===== src/rtl/icn_evcnt_pkg.sv =====
package icn_evcnt_pkg;

    // Channel filter codes that select one channel; index 0..3 in no priority order
    localparam logic [3:0][2:0] CHAN_SEL_CODES = {3'b111, 3'b110, 3'b100, 3'b010};
    localparam int CHAN_SEL_N = 4;

    // Ring indication bit positions inside txn_ring
    localparam int RING_EXT_BIT  = 1;
    localparam int RING_NORM_BIT = 0;

    typedef enum logic [1:0] {
        RING_ANY  = 2'd0,
        RING_EXT  = 2'd1,
        RING_NORM = 2'd2
    } ring_mode_t;

    typedef enum logic {
        ST_IDLE = 1'b0,
        ST_RUN  = 1'b1
    } run_state_t;

    function automatic ring_mode_t ring_decode(input logic [1:0] code);
        ring_mode_t m;
        unique case (code)
            2'b00:        m = RING_ANY;
            2'b10:        m = RING_NORM;
            2'b01, 2'b11: m = RING_EXT;
            default:      m = RING_ANY;
        endcase
        return m;
    endfunction

endpackage


===== src/rtl/icn_evcnt_qual.sv =====
module icn_evcnt_qual
    import icn_evcnt_pkg::*;
#(
    parameter int EV_W = 8,
    parameter int RING_EV_LO = 'h47,
    parameter int RING_EV_HI = 'h59
) (
    input  logic            clk,
    input  logic            rst_n,
    input  logic            txn_valid,
    input  logic [2:0]      txn_chan,
    input  logic            txn_tag,
    input  logic [1:0]      txn_ring,
    input  logic [EV_W-1:0] txn_event,
    input  logic [2:0]      cfg_chan,
    input  logic            cfg_tag_only,
    input  logic [1:0]      cfg_ring,
    input  logic [EV_W-1:0] cfg_event,
    output logic            hit
);

    localparam logic [EV_W-1:0] EV_LO = EV_W'(RING_EV_LO);
    localparam logic [EV_W-1:0] EV_HI = EV_W'(RING_EV_HI);

    logic       chan_known;
    logic       chan_ok;
    logic       tag_ok;
    logic       ev_in_range;
    logic       ring_pass;
    logic       ring_ok;
    logic       ev_ok;
    ring_mode_t ring_mode;

    always_comb begin
        chan_known = 1'b0;
        for (int i = 0; i < CHAN_SEL_N; i++) begin
            if (cfg_chan == CHAN_SEL_CODES[i]) chan_known = 1'b1;
        end
        chan_ok = !chan_known || (txn_chan == cfg_chan);
    end

    always_comb begin
        ring_mode   = ring_decode(cfg_ring);
        ev_in_range = (txn_event >= EV_LO) && (txn_event <= EV_HI);
        unique case (ring_mode)
            RING_ANY:  ring_pass = 1'b1;
            RING_EXT:  ring_pass = txn_ring[RING_EXT_BIT];
            RING_NORM: ring_pass = txn_ring[RING_NORM_BIT];
            default:   ring_pass = 1'b1;
        endcase
        ring_ok = !ev_in_range || ring_pass;
    end

    always_comb begin
        tag_ok = !cfg_tag_only || txn_tag;
        ev_ok  = (txn_event == cfg_event);
        hit    = txn_valid && ev_ok && chan_ok && tag_ok && ring_ok;
    end

    // a record without tracetag never hits in tag-only mode
    a_r4_tag_only: assert property (@(posedge clk) disable iff (!rst_n)
        (cfg_tag_only && !txn_tag) |-> !hit);

    // no hit without a valid record
    a_r9_needs_valid: assert property (@(posedge clk) disable iff (!rst_n)
        !txn_valid |-> !hit);

    // extended-ring filter inside the range admits only extended-ring records
    a_r5_ext_ring: assert property (@(posedge clk) disable iff (!rst_n)
        (hit && ev_in_range && cfg_ring[0]) |-> txn_ring[RING_EXT_BIT]);

endmodule


===== src/rtl/icn_evcnt_acc.sv =====
module icn_evcnt_acc #(
    parameter int CNT_W = 48
) (
    input  logic             clk,
    input  logic             rst_n,
    input  logic             clr,
    input  logic             step,
    output logic [CNT_W-1:0] value,
    output logic             wrap
);

    localparam logic [CNT_W-1:0] ALL_ONES = {CNT_W{1'b1}};

    always_ff @(posedge clk or negedge rst_n) begin
        if (!rst_n) begin
            value <= '0;
            wrap  <= 1'b0;
        end else if (clr) begin
            value <= '0;
            wrap  <= 1'b0;
        end else if (step) begin
            value <= value + 1'b1;
            if (value == ALL_ONES) wrap <= 1'b1;
        end
    end

    // clear empties count and flag at the next edge
    a_r11_clear: assert property (@(posedge clk) disable iff (!rst_n)
        clr |=> (value == '0) && !wrap);

    // count moves by at most one per cycle
    a_r9_single_step: assert property (@(posedge clk) disable iff (!rst_n)
        !clr |=> (value == $past(value)) || (value == $past(value) + 1'b1));

    // wrap flag is sticky until a clear
    a_r12_sticky_wrap: assert property (@(posedge clk) disable iff (!rst_n)
        (wrap && !clr) |=> wrap);

endmodule


===== src/rtl/icn_evcnt.sv =====
module icn_evcnt
    import icn_evcnt_pkg::*;
#(
    parameter int CNT_W = 48,
    parameter int EV_W = 8,
    parameter int RING_EV_LO = 'h47,
    parameter int RING_EV_HI = 'h59
) (
    input  logic             clk,
    input  logic             rst_n,
    input  logic             txn_valid,
    input  logic [2:0]       txn_chan,
    input  logic             txn_tag,
    input  logic [1:0]       txn_ring,
    input  logic [EV_W-1:0]  txn_event,
    input  logic [2:0]       cfg_chan,
    input  logic             cfg_tag_only,
    input  logic [1:0]       cfg_ring,
    input  logic [EV_W-1:0]  cfg_event,
    input  logic             cnt_en,
    input  logic             cnt_clr,
    output logic [CNT_W-1:0] cnt_value,
    output logic             cnt_wrap
);

    run_state_t state;
    run_state_t state_nx;
    logic       hit;
    logic       add_hit;

    icn_evcnt_qual #(
        .EV_W       (EV_W),
        .RING_EV_LO (RING_EV_LO),
        .RING_EV_HI (RING_EV_HI)
    ) u_qual (
        .clk          (clk),
        .rst_n        (rst_n),
        .txn_valid    (txn_valid),
        .txn_chan     (txn_chan),
        .txn_tag      (txn_tag),
        .txn_ring     (txn_ring),
        .txn_event    (txn_event),
        .cfg_chan     (cfg_chan),
        .cfg_tag_only (cfg_tag_only),
        .cfg_ring     (cfg_ring),
        .cfg_event    (cfg_event),
        .hit          (hit)
    );

    // State register
    always_ff @(posedge clk or negedge rst_n) begin
        if (!rst_n) state <= ST_IDLE;
        else        state <= state_nx;
    end

    // Transitions: go (IDLE->RUN), halt (RUN->IDLE)
    always_comb begin
        state_nx = state;
        unique case (state)
            ST_IDLE: if (cnt_en)  state_nx = ST_RUN;
            ST_RUN:  if (!cnt_en) state_nx = ST_IDLE;
            default: state_nx = ST_IDLE;
        endcase
    end

    // Outputs of the machine
    always_comb begin
        add_hit = 1'b0;
        unique case (state)
            ST_IDLE: add_hit = 1'b0;
            ST_RUN:  add_hit = hit;
            default: add_hit = 1'b0;
        endcase
    end

    icn_evcnt_acc #(
        .CNT_W (CNT_W)
    ) u_acc (
        .clk   (clk),
        .rst_n (rst_n),
        .clr   (cnt_clr),
        .step  (add_hit),
        .value (cnt_value),
        .wrap  (cnt_wrap)
    );

    // count holds while idle
    a_r10_idle_holds: assert property (@(posedge clk) disable iff (!rst_n)
        ((state == ST_IDLE) && !cnt_clr) |=> $stable(cnt_value));

    // the machine enters RUN only after cnt_en was seen high
    a_r10_go: assert property (@(posedge clk) disable iff (!rst_n)
        $rose(state == ST_RUN) |-> $past(cnt_en));

endmodule


===== config.mk =====
export PLATFORM = sky130hd
export DESIGN_NAME = icn_evcnt
export DESIGN_NICKNAME = d
export VERILOG_FILES = /design/src/rtl/icn_evcnt_pkg.sv /design/src/rtl/icn_evcnt_qual.sv /design/src/rtl/icn_evcnt_acc.sv /design/src/rtl/icn_evcnt.sv
export SDC_FILE = /design/constraint.sdc
export NUM_CORES = 1
export LEC_CHECK = 0
export ABC_AREA = 1
export BUFFER_PORTS_ARGS = -buffer_cell sky130_fd_sc_hd__buf_2
export CELL_PAD_IN_SITES_DETAIL_PLACEMENT = 1
export CELL_PAD_IN_SITES_GLOBAL_PLACEMENT = 1
export CORE_MARGIN = 2
export CORE_UTILIZATION = 39
export DETAILED_ROUTE_END_ITERATION = 7
export PLACE_DENSITY_LB_ADDON = 0.1
export SETUP_SLACK_MARGIN = 0.4
export SYNTH_ARGS = -nofsm -noshare
export SYNTH_HDL_FRONTEND = slang
export SYNTH_SLANG_ARGS = --single-unit

===== constraint.sdc =====
create_clock -name clk -period 2.1 [get_ports clk]
set_clock_uncertainty 0.05 [all_clocks]
set_input_delay 0 -clock clk [delete_from_list [all_inputs] [get_ports clk]]
set_output_delay 0 -clock clk [all_outputs]
set_load 0.05 [all_outputs]

# Yosys cells after proc, flatten, opt, wreduce, memory -nomap -nowiden
# Cells that the tools add are included.
[classes] n_lt_le_gt_ge=2 bitwise_logic=1 reduce_logical=16 n_addsub=1 eq_ne=12 mux=13
[op_table] cell="$mux 48" n=2
[op_table] cell="$add 48x1->48 const B" n=1
[op_table] cell="$eq 48x48->1 const B" n=1
[op_table] cell="$eq 3x3->1 const B" n=3
[op_table] cell="$eq 8x8->1" n=1
[op_table] cell="$ge 8x7->1 const B" n=1
[op_table] cell="$le 8x7->1 const B" n=1
[op_table] cell="$mux 1" n=8
[op_table] cell="$eq 2x2->1 const B" n=3
[op_table] cell="$pmux 2 s3" n=1
[op_table] cell="$logic_and 1x1->1" n=5
[op_table] cell="$eq 2x1->1 const B" n=2
[op_table] cell="$pmux 1 s2" n=2
[op_table] cell="$reduce_bool 2->1" n=2
[op_table] cell="$eq 3x2->1 const B" n=1
[op_table] cell="$eq 3x3->1" n=1
[op_table] cell="$logic_not 1->1" n=3
[op_table] cell="$logic_or 1x1->1" n=3
[op_table] cell="$logic_not 2->1" n=1
[op_table] cell="$reduce_and 2->1" n=1
[op_table] cell="$reduce_or 2->1" n=1
[op_table] cell="$not 1->1" n=1
[word_totals] input_bits=33 reg_bits=50

# Longest topological paths before layout
# Gate-level depths: netlist (run 1).
[depth] depth_word=13 mapped_depth=11 ltp_nobuf=10

# Hierarchy
# Synthesis (run 1) repeated with hierarchy kept, for this count alone.
[hier_totals] hier_cells=529 hier_area_um2=3409.5
[by_module_without_submodules] module="icn_evcnt_acc" cells_each=460 seq_area_each_um2=1226.2 instances=1 area_each_um2=3095.5
[by_module_without_submodules] module="icn_evcnt_qual" cells_each=66 seq_area_each_um2=0.0 instances=1 area_each_um2=281.5
[by_module_without_submodules] module="icn_evcnt" cells_each=3 seq_area_each_um2=25.0 instances=1 area_each_um2=32.5

# Worst setup path after synthesis (run 1)
# OpenSTA, ideal clock, no wires.
[synth_timing] path_kind="reg2reg" start="register u_acc.value[0]" end="register u_acc.value[32]" path_buffers=1 path_stages_with_launch=12 setup_slack_ns=0.035 synth_period_minus_slack_ns=2.065 setup_time_ns=0.118 arrival_ns=1.897 cell_sequence="dfrtp_1 ha_1 buf_4 inv_1 nor2_2 nand2_2 nor2_4 nand2_1 xor2_1 inv_1 nand3_1 nand2_1"
[synth_via] elab_chain_cells=3
[synth_lines] item="start: declaration" line_no="icn_evcnt_acc.sv:8" source="output logic [CNT_W-1:0] value,"
[synth_lines] item="start signal: assignment" line_no="icn_evcnt_acc.sv:22" source="value <= value + 1'b1;"
[synth_lines] item="$add 48x1->48" line_no="icn_evcnt_acc.sv:22"
[synth_lines] item="$mux 48" line_no="icn_evcnt_acc.sv:21" source="end else if (step) begin"
[synth_lines] item="$mux 48" line_no="icn_evcnt_acc.sv:18" source="end else if (clr) begin"
# Every way passes these cells. The select of a mux whose other input is x is not followed.
# A chain may end at the register's enable or synchronous reset.

# Worst setup path after layout (run 1)
[layout_timing] start="register u_acc.value[14]" end="register u_acc.value[17]"
# Same word-level chain as after synthesis.

==> reports/qor.yml, run 1 <==
status:
  outcome: "completed"
grt:
  antenna_found_initial: 0
  grt_use_met2_pct: 45.8
  grt.busiest_layer: "met2"
  grt_pass1_wl_um: 22100
  grt.total_usage_pct: 27.7
  overflow: 0
  use_met1_pct: 38.0
  grt_util_met3_pct: 2.98
  grt_max_degree: 39
  grt_pass1_vias: 4172
power:
  p_leak_uw: 0.00247
  ir_worst_vdd_mv: 0.258
  pwr_density_cell_nw_per_um2: 338
  finalPower_uw: 1750
sta:
  slew_violations: 0
  setup_viol_count_final: 0
  relSlewSlack_pct: 58.0
  period_needed_ps: 1780
  fin_crit_sh_pct: 84.9
  setup_ws_ps: 316
  rsz0062_at_grt: "true"
  setup_tns_ps: 0
  hold_viol: 0
  tightest_slew_ps: 630
  max_freq_mhz: 561
  worst_hold_slack_ps: 173
place:
  dpl.hpwl_um: 10500
  post-place-ws_ps: 152
  globalplace.congestion: 0.921
  portBuffers: 81
floorplan:
  start_util_pct: 39.8
  die-area_um2: 10600
  io_pins: 82
  die-height_um: 103
  fp.coreArea_um2: 9640
  die_w_um: 103
  rows: 36
yosys:
  yosysTopAreaCell: "dfrtp_1"
  synth_most_common_cell: "nand2_1"
  yosys_warnings: 0
  netlist_area_um2: 3830
  ys_seq_area_share_pct: 32.6
  synthTopCellsByArea: "dfrtp_1 (33%), nand2_1 (21%), nand3_1 (8.2%)"
  avgSynthCellArea_um2: 6.60
  syn_inst: 581
  netlist.area_leader.share_pct: 32.6
  synth.distinct_cells: 28
  synth_common_cells: "nand2_1 (216), nor2_1 (80), nand3_1 (63)"
  synth-seq-cells: 50
  synthArstFlopShare_pct: 100
  synth-main-ff-cell: "dfrtp_1"
  synth_nets: 615
  synth_edf_count: 0
setup_path:
  startpoint_type: "flip-flop"
  end_kind: "flip-flop"
  path_buf_inv: 1
  critPathKind: "flip-flop to flip-flop"
  worst_ep_required_time_ps: 2270
  crit_chain: "nand2_1 -> nor2_2 -> nand2_2 -> nor2_2 -> nand2_1 -> xor2_1 -> inv_1 -> nand3_1 -> nand2_1"
  cpMaxStageDelayCell: "dfrtp_2"
  path_common_cell: "nand2_1"
  cpPeakStageDelay_ps: 420
  crit_arrival_ps: 1950
  crit_family: "simple AND/OR/NAND/NOR gates"
  crit_fanout: 5
final_layout:
  drive_gt1_share_pct: 37.4
  nets: 737
  diodes: 0
  area_delta_synth_final_pct: 35.5
routing:
  viasPerCell: 5.22
  drt_iter0_drc: 200
  drt-wirelength-per-cell_um: 18.7
  wl_um: 15700
  ant_nets: 0
  drc: 0
  vias: 4369
  firstDrtPassIters: 4
cts:
  cts_htree_levels: 2
  cts_tree: "yes"
  cts_sinks: 50
  clkSlewWorstSetupHoldPaths_ps: 100
  clockRootBuffer: "clkbuf_8"
  numCtsBuffers: 5
  ctsLongestPathBuffers: 2
  clk_latency_ps: 320
run:
  drv_cap: 0
hold_path:
  hold_class: "input pin to asynchronous set/reset pin"
-- cells in the final DEF, fill, tap and decap left out, types with 12 or more instances in the layout --
cell       n
nor2_1    49
nor2_2    18
xnor2_1   14
xor2_1    22
dfrtp_2   37
nand4_1   16
nor2_4    27
nand2_2   24
buf_2     81
nand2_1  194
nand3_1   62
dfrtp_1   12
buf_4     34
inv_1     49
-- layer usage --
layer	share of wire, %	wire length, um	vias up
li1	-	-	2066
met1	44	6900	2138
met2	48	7490	131
met3	4.7	742	34
met4	3.5	548	0
met5	0	0	-
-- where the power goes --
group	internal [uW]	switching, uW
clock network	237	369
logic	71.7	114
registers	963	0.294
-- per-stage QoR --
stage               utilization, %  cells  area (um2)
floorplan                        -    581        3880
global placement              45.4    783        4380
detailed placement            45.4    783        4380
CTS                           47.3    798        4560
global route                  53.9    837        5200
finish                        53.9    837        5200
-- logic make-up after synthesis --
family | synth area share (%)
DFF | 32.6
AOI/OAI and AO/OA | 3.59
buffers and inverters | 8.03
xor gates and xnor gates | 8.22
adders and majority gates | 0.326
and+or+nand+nor | 47.2
-- cell type report --
| type | instances | area (um2) |
|---|---|---|
| clock buffer | 6 | 72.6 |
| timing repair buffer | 128 | 878 |
| clock inverter | 2 | 13.8 |
| inverter | 51 | 196 |
| fill | 1310 | 4440 |
| sequential | 50 | 1300 |
| tap | 133 | 166 |
| multi-input combinational | 467 | 2570 |
-- worst paths after layout --
check / depth (start not counted) / slack [ps] / endpoint / start
max: 9 / 320 / u_acc.value[17]$_DFFE_PN0P_ / u_acc.value[14]$_DFFE_PN0P_
min: 2 / 170 / u_acc.value[15]$_DFFE_PN0P_ / rst_n
max reg2reg: 9 / 320 / u_acc.value[17]$_DFFE_PN0P_ / u_acc.value[14]$_DFFE_PN0P_
min reg2reg: 2 / 510 / u_acc.value[16]$_DFFE_PN0P_ / u_acc.value[16]$_DFFE_PN0P_
max in group asynchronous: 3 / 1240 / u_acc.value[23]$_DFFE_PN0P_ / rst_n
min in group clk: 2 / 270 / state$_DFF_PN0_ / cnt_en
-- registers in the layout, summed over array words and instances, names as in the netlist --
register / flops
state: 1
u_acc.wrap: 1
u_acc.value: 48
-- timing repair --
action / 4_1_cts / 5_1_grt
hold buffers: 3 / 0
setup endpoints to repair: 49 / 49
setup buffers: 2 / 38
pin swaps: 2 / 27
gates cloned: 2 / 1
endpoints found under the hold margin: 25 / 0
gates resized for setup: 7 / 99
No activity file was read; power rests on OpenSTA's default activity.
==> run 2: changes to the inputs <==
CORE_UTILIZATION = 35   (was 39)
clock period = 1.45 ns   (was 2.1 ns; I/O delays follow)
==> run 2 against run 1 <==
- count of clock-buffer cells in the layout increased by 1
- first-iteration DRC count increased to 3.1 times the previous value
- critical endpoint is now u_acc.value[28]$_DFFE_PN0P_
- the run now ends with negative setup slack left
- via count increased by 33%
- worst hold slack got worse by 34 ps
- largest cell class unchanged
- power increased by 57%
- combinational power increased by 110%
- utilization increased by 15 points
- sequential share of layout area decreased by 7.3 points
- critical path type unchanged
- register-to-register slack got worse by 860 ps
- cell count increased by 14%
- maximum frequency decreased by 10%
==> reports/qor.yml, run 2 (synthesis gave the netlist of run 1 again) <==
place:
  postPlaceCellArea_um2: 5130
  dp_cells: 867
  dpl.hpwl_um: 10900
  globalplace.congestion: 0.858
  portBuffers: 81
  post-place-ws_ps: -435
grt:
  grt_pass1_wl_um: 30800
  grt_pass1_vias: 5497
  grt.total_usage_pct: 35.1
  overflow: 0
  antenna_found_initial: 0
  grt_max_degree: 51
power:
  pwr_density_cell_nw_per_um2: 373
  p_leak_uw: 0.00354
  ir_worst_vdd_mv: 0.405
  finalPower_uw: 2760
cts:
  cts_tree: "yes"
  clkSlewWorstSetupHoldPaths_ps: 110
  ctsLongestPathBuffers: 2
  clk_latency_ps: 330
  numCtsBuffers: 5
  cts_sinks: 50
  cts_htree_levels: 2
  clockRootBuffer: "clkbuf_8"
routing:
  drt-wirelength-per-cell_um: 28.7
  vias: 5807
  firstDrtPassIters: 6
  drt_iter0_drc: 620
  wl_um: 27400
  viasPerCell: 6.07
  drc: 0
  ant_nets: 0
floorplan:
  fp.coreArea_um2: 10700
  die_w_um: 109
  io_pins: 82
  die-height_um: 109
  die-area_um2: 11800
  rows: 38
  start_util_pct: 35.7
final_layout:
  regMostFlops: "u_acc.value"
  layout.cells.non_filler: 956
  layout_commonest_cell: "nand2_1"
  design_area_um2: 7410
  top_regs: "u_acc.value (48), state (1), u_acc.wrap (1)"
  multiInputGateArea_um2: 3090
  register_area_um2: 1310
  largest_reg_flops: 48
  num-fill-cells: 1258
  area_delta_synth_final_pct: 93.2
  layout_common_cells: "nand2_1 (108), nand2_2 (78), buf_6 (72)"
  nets: 849
  drive_gt1_share_pct: 60.5
  diodes: 0
sta:
  setup_viol_count_final: 49
  period_needed_ps: 1990
  hold_viol: 0
  fin_crit_sh_pct: 137
  rsz0062_at_grt: "true"
  max_freq_mhz: 502
  setup_tns_ps: -19060
  tightest_slew_ps: 502
  relSlewSlack_pct: 66.6
  slew_violations: 0
  setup_ws_ps: -543
hold_path:
  hold_class: "input pin to flip-flop"
status:
  violations: "negative setup slack"
  outcome: "complete, but fails checks"
setup_path:
  crit_fanout: 3
  crit_arrival_ps: 2210
  critPathKind: "flip-flop to flip-flop"
  startpoint_type: "flip-flop"
  end_kind: "flip-flop"
  worst_ep_required_time_ps: 1670
run:
  drv_cap: 0
run 2: cell types whose count changed in the layout (fill, tap and decap cells not counted), moves of 12 or more:
cell / change
nand2_1: -86
buf_6: +70
nand2_2: +54
buf_2: -48
buf_8: +43
buf_4: +36
nand2_4: +31
nor2_4: +12
run 2: final cells by class:
| class | instances | share of cell area (%) |
|---|---|---|
| Multi-Input combinational cell | 470 | 41.7 |
| Timing Repair Buffer | 237 | 34.4 |
| Sequential cell | 50 | 17.7 |
| Inverter | 51 | 2.62 |
| Tap cell | 140 | 2.36 |
| Clock buffer | 7 | 1.17 |
| Clock inverter | 1 | 0.0676 |
run 2: where the power goes:
group          total [uW]  internal, uW  leakage [uW]  switching [uW]
Clock                 976           389     0.0000482             587
Sequential           1390          1390      0.000616           0.813
Combinational         390           145       0.00287             245
run 2: per-layer routing:
metal  track usage (%)  up-vias  share of wire [%]
met5                 0        -                  0
met4              17.9        0                9.3
met3              6.52      239                 10
met2              59.8      485                 46
met1              42.1     2784                 34
li1                  -     2299                  -
run 2: repair_timing:
item                                   CTS  global route
setup endpoints to repair               97            96
pin swaps                               44            31
gates cloned                             9             2
hold buffers                             2             0
gates resized for setup                256           143
setup buffers                           45            23
endpoints found under the hold margin   51             0
run 2: path summary, 6_finish.rpt:
path                       cells past startpoint  slack (ps)                        start                          end
max in group asynchronous                      3         900                        rst_n  u_acc.value[38]$_DFFE_PN0P_
min in group asynchronous                      3         150                        rst_n   u_acc.value[4]$_DFFE_PN0P_
hold / removal                                 2         140                      cnt_clr       u_acc.wrap$_DFFE_PN0P_
setup / recovery                               9        -540  u_acc.value[12]$_DFFE_PN0P_  u_acc.value[28]$_DFFE_PN0P_
setup reg to reg                               9        -540  u_acc.value[12]$_DFFE_PN0P_  u_acc.value[28]$_DFFE_PN0P_
hold reg to reg                                2         530       u_acc.wrap$_DFFE_PN0P_       u_acc.wrap$_DFFE_PN0P_
run 2: stage by stage:
stage               hold slack, ps  utilization [%]
finish                         139             68.9
global route                   137             68.9
floorplan                     -346                -
detailed placement           -29.7             47.8
global placement             -32.2             47.8
CTS                           66.5             62.0
run 2: worst max-delay path, stage by stage (launching register included):
cell and delay (ps):
dfrtp_2 460, nand2_4 100, nor2_4 190, nand2_1 140, nor2_1 290, nand2_1 220
xor2_1 190, inv_1 60, nand3_1 90, nand2_2 140
==> run 3: changes to the inputs <==
CTS_BUF_LIST = sky130_fd_sc_hd__clkbuf_8   (was default)
SYNTH_HIERARCHICAL = 1   (was default)
==> run 3 against run 2 <==
- the flow still finishes with violations (negative setup slack)
- register-to-register slack better by 280 ps
- first-iteration DRC count down 65%
- die area down 11%
- cell count down 11%
- synthesized cell count down 9.0%
- routed wire length down 44%
- setup slack better by 280 ps
- sequential power about the same
- flip-flop and latch count unchanged
- highest routed layer unchanged
==> reports/qor.yml, run 3 <==
yosys:
  muxShareOfSynthArea_pct: 0
  synthXorXnorAreaFrac_pct: 1.28
  synthArstFlopShare_pct: 100
  synth-main-ff-cell: "dfrtp_1"
  ys_seq_area_share_pct: 36.7
  synth_edf_count: 0
  synth_compound_area_share_pct: 6.86
  synthTopCellsByArea: "dfrtp_1 (37%), nand2_1 (16%), nor2_1 (12%)"
  synth_common_cells: "nand2_1 (148), nor2_1 (105), inv_1 (80)"
  netlist.area_leader.share_pct: 36.7
  avgSynthCellArea_um2: 6.45
  netlist_area_um2: 3410
  synth_most_common_cell: "nand2_1"
  syn_inst: 529
  synth.distinct_cells: 31
  synthAdderAreaFrac_pct: 0.367
  synth_top_family_by_area: "simple AND/OR/NAND/NOR gates"
  synth_nets: 563
  yosysTopAreaCell: "dfrtp_1"
  yosys_warnings: 6
  yosys.area_share.simple_pct: 44.6
  synth-seq-cells: 50
sta:
  setup_ws_ps: -259
  tightest_slew_ps: 424
  relSlewSlack_pct: 71.7
  max_freq_mhz: 585
  hold_viol: 0
  setup_viol_count_final: 47
  slew_violations: 0
  rsz0062_at_grt: "true"
  period_needed_ps: 1710
  fin_crit_sh_pct: 118
cts:
  clkSlewWorstSetupHoldPaths_ps: 90
  clockRootBuffer: "clkbuf_8"
  cts_tree: "yes"
  cts_sinks: 50
  numCtsBuffers: 5
  cts_hold_buf: 2
  clk_latency_ps: 320
  cts_htree_levels: 2
  ctsLongestPathBuffers: 2
final_layout:
  register_area_um2: 1300
  drive_gt1_share_pct: 46.0
  regMostFlops: "u_acc/value"
  diodes: 0
  utilization_pct: 60.0
  nets: 754
  layout_commonest_cell: "nand2_1"
  top_regs: "u_acc/value (48), state (1), u_acc/wrap (1)"
  multiInputGateArea_um2: 2140
  largest_reg_flops: 48
  area_delta_synth_final_pct: 68.9
  layout_common_cells: "nand2_1 (131), nor2_1 (86), buf_4 (77)"
  num-fill-cells: 1225
status:
  violations: "negative setup slack"
  outcome: "complete, but fails checks"
floorplan:
  die-area_um2: 10500
  io_pins: 82
  fp.coreArea_um2: 9590
  die-height_um: 103
  rows: 36
  start_util_pct: 35.5
  die_w_um: 103
power:
  switching_share_pct: 26.3
  p_sw_uw: 669
  finalPower_uw: 2540
  power.share.sequential_pct: 54.9
  p_clk_share_pct: 35.6
  internal_power_uw: 1870
  pwr_density_cell_nw_per_um2: 441
  p_leak_uw: 0.00279
  ir_worst_vdd_mv: 0.352
  power_frac_comb_pct: 9.6
routing:
  drt-wirelength-per-cell_um: 17.9
  firstDrtPassIters: 4
  wl_um: 15300
  ant_nets: 0
  drc: 0
  drt_iter0_drc: 217
  viasPerCell: 5.06
  vias: 4323
setup_path:
  worst_ep_required_time_ps: 1640
  r2r-end: "u_acc/value[39]$_DFFE_PN0P_"
  crit_arrival_ps: 1900
  crit_fanout: 6
  r2r_start: "u_acc/value[1]$_DFFE_PN0P_"
  startpoint_type: "flip-flop"
  reg2reg_slack_ps: -260
  r2r_cells: 10
  critPathKind: "flip-flop to flip-flop"
  end_kind: "flip-flop"
run:
  drv_cap: 0
place:
  globalplace.congestion: 0.847
  dpl.hpwl_um: 9940
  portBuffers: 81
hold_path:
  hold_class: "input pin to flip-flop"
  min_path_cells: 4
  worstHoldStart: "cnt_clr"
  worstHoldEndpoint: "u_acc/value[1]$_DFFE_PN0P_"
grt:
  grt.total_usage_pct: 26.4
  grt_max_degree: 51
  antenna_found_initial: 0
  overflow: 0
  grt_pass1_wl_um: 21500
  grt_pass1_vias: 4325
## run 3: cell count changes after synthesis, sizes merged, moves of 21 or more
| cell | previous run | this run |
|---|---|---|
| inv | 51 | 83 |
| xor2 | 22 | 1 |
| nand3 | 63 | 36 |
| nand2 | 223 | 155 |
| nor2 | 93 | 123 |
| a21oi | 3 | 24 |
## run 3: timing repair
item / in CTS / in global routing
endpoints found under the setup margin: 88 / 85
buffers inserted: 7 / 20
hold endpoints to repair: 52 / 1
gates resized for setup: 160 / 62
pin swaps: 14 / 17
gates cloned: 0 / 0
## run 3: power by group through the flow
stage          logic, uW  clock network (uW)  registers (uW)
2_1_floorplan       94.1                   0            1420
3_3_place_gp         223                   0            1420
3_5_place_dp         233                   0            1420
4_1_cts              239                 920            1390
5_1_grt              271                 968            1400
6_report             243                 904            1390
## run 3: routing by layer
metal	track usage (%)	up-vias	part of all wire, %
met5	0	-	0
met4	5.95	0	2.0
met3	3.46	25	4.4
li1	-	2022	-
met2	47.1	128	51
met1	34.0	2148	42
## run 3: worst max path at each step
stage / start / endpoint / slack (ps) / cells after the start
2_1_floorplan: u_acc/value[0]$_DFFE_PN0P_ / u_acc/value[46]$_DFFE_PN0P_ / -190 / 10
3_3_place_gp: txn_event[7] / u_acc/value[46]$_DFFE_PN0P_ / -360 / 19
3_5_place_dp: cfg_chan[1] / u_acc/wrap$_DFFE_PN0P_ / -450 / 16
4_1_cts: u_acc/value[0]$_DFFE_PN0P_ / u_acc/value[36]$_DFFE_PN0P_ / -160 / 9
5_1_grt: u_acc/value[1]$_DFFE_PN0P_ / u_acc/value[39]$_DFFE_PN0P_ / -350 / 10
6_report: u_acc/value[1]$_DFFE_PN0P_ / u_acc/value[39]$_DFFE_PN0P_ / -260 / 10
## run 3: per-stage QoR
step	setup slack, ps	std cells	hold WS [ps]	setup TNS [ps]	cell area [um2]
6_report	-259	854	25.4	-7740	5760
5_1_grt	-353	854	49.7	-11650	5760
4_1_cts	-158	834	-36.4	-2840	5390
3_5_place_dp	-449	817	-28.1	-13130	4690
3_3_place_gp	-364	817	-27.0	-8560	4690
2_1_floorplan	-189	529	-346	-2760	3530
## run 3: cell families after synthesis
group	after synthesis
buffers and inverters	88
adder cells (fa/ha/maj)	1
AO/OA/AOI/OAI	45
flip-flops	50
AND/OR/NAND/NOR	340
XOR/XNOR	5
## run 3: critical path: stages (launching register included)
cell and delay (ps):
dfrtp_2 430, nand3_1 210, inv_2 180, nand2_4 90, nor2_8 130, nand2_4 70, nor2_4 190, nand2_2 60
nand2_1 60, inv_1 40, nor2_1 110
## run 3: final cells by class
| class | instances | share of cell area (%) |
|---|---|---|
| multi-input cells | 391 | 37.1 |
| flip-flops and latches | 50 | 22.6 |
| clock buffers | 6 | 1.43 |
| inverters | 83 | 5.63 |
| clock inverters | 2 | 0.152 |
| repair buffers | 189 | 30.2 |
| well taps | 133 | 2.89 |
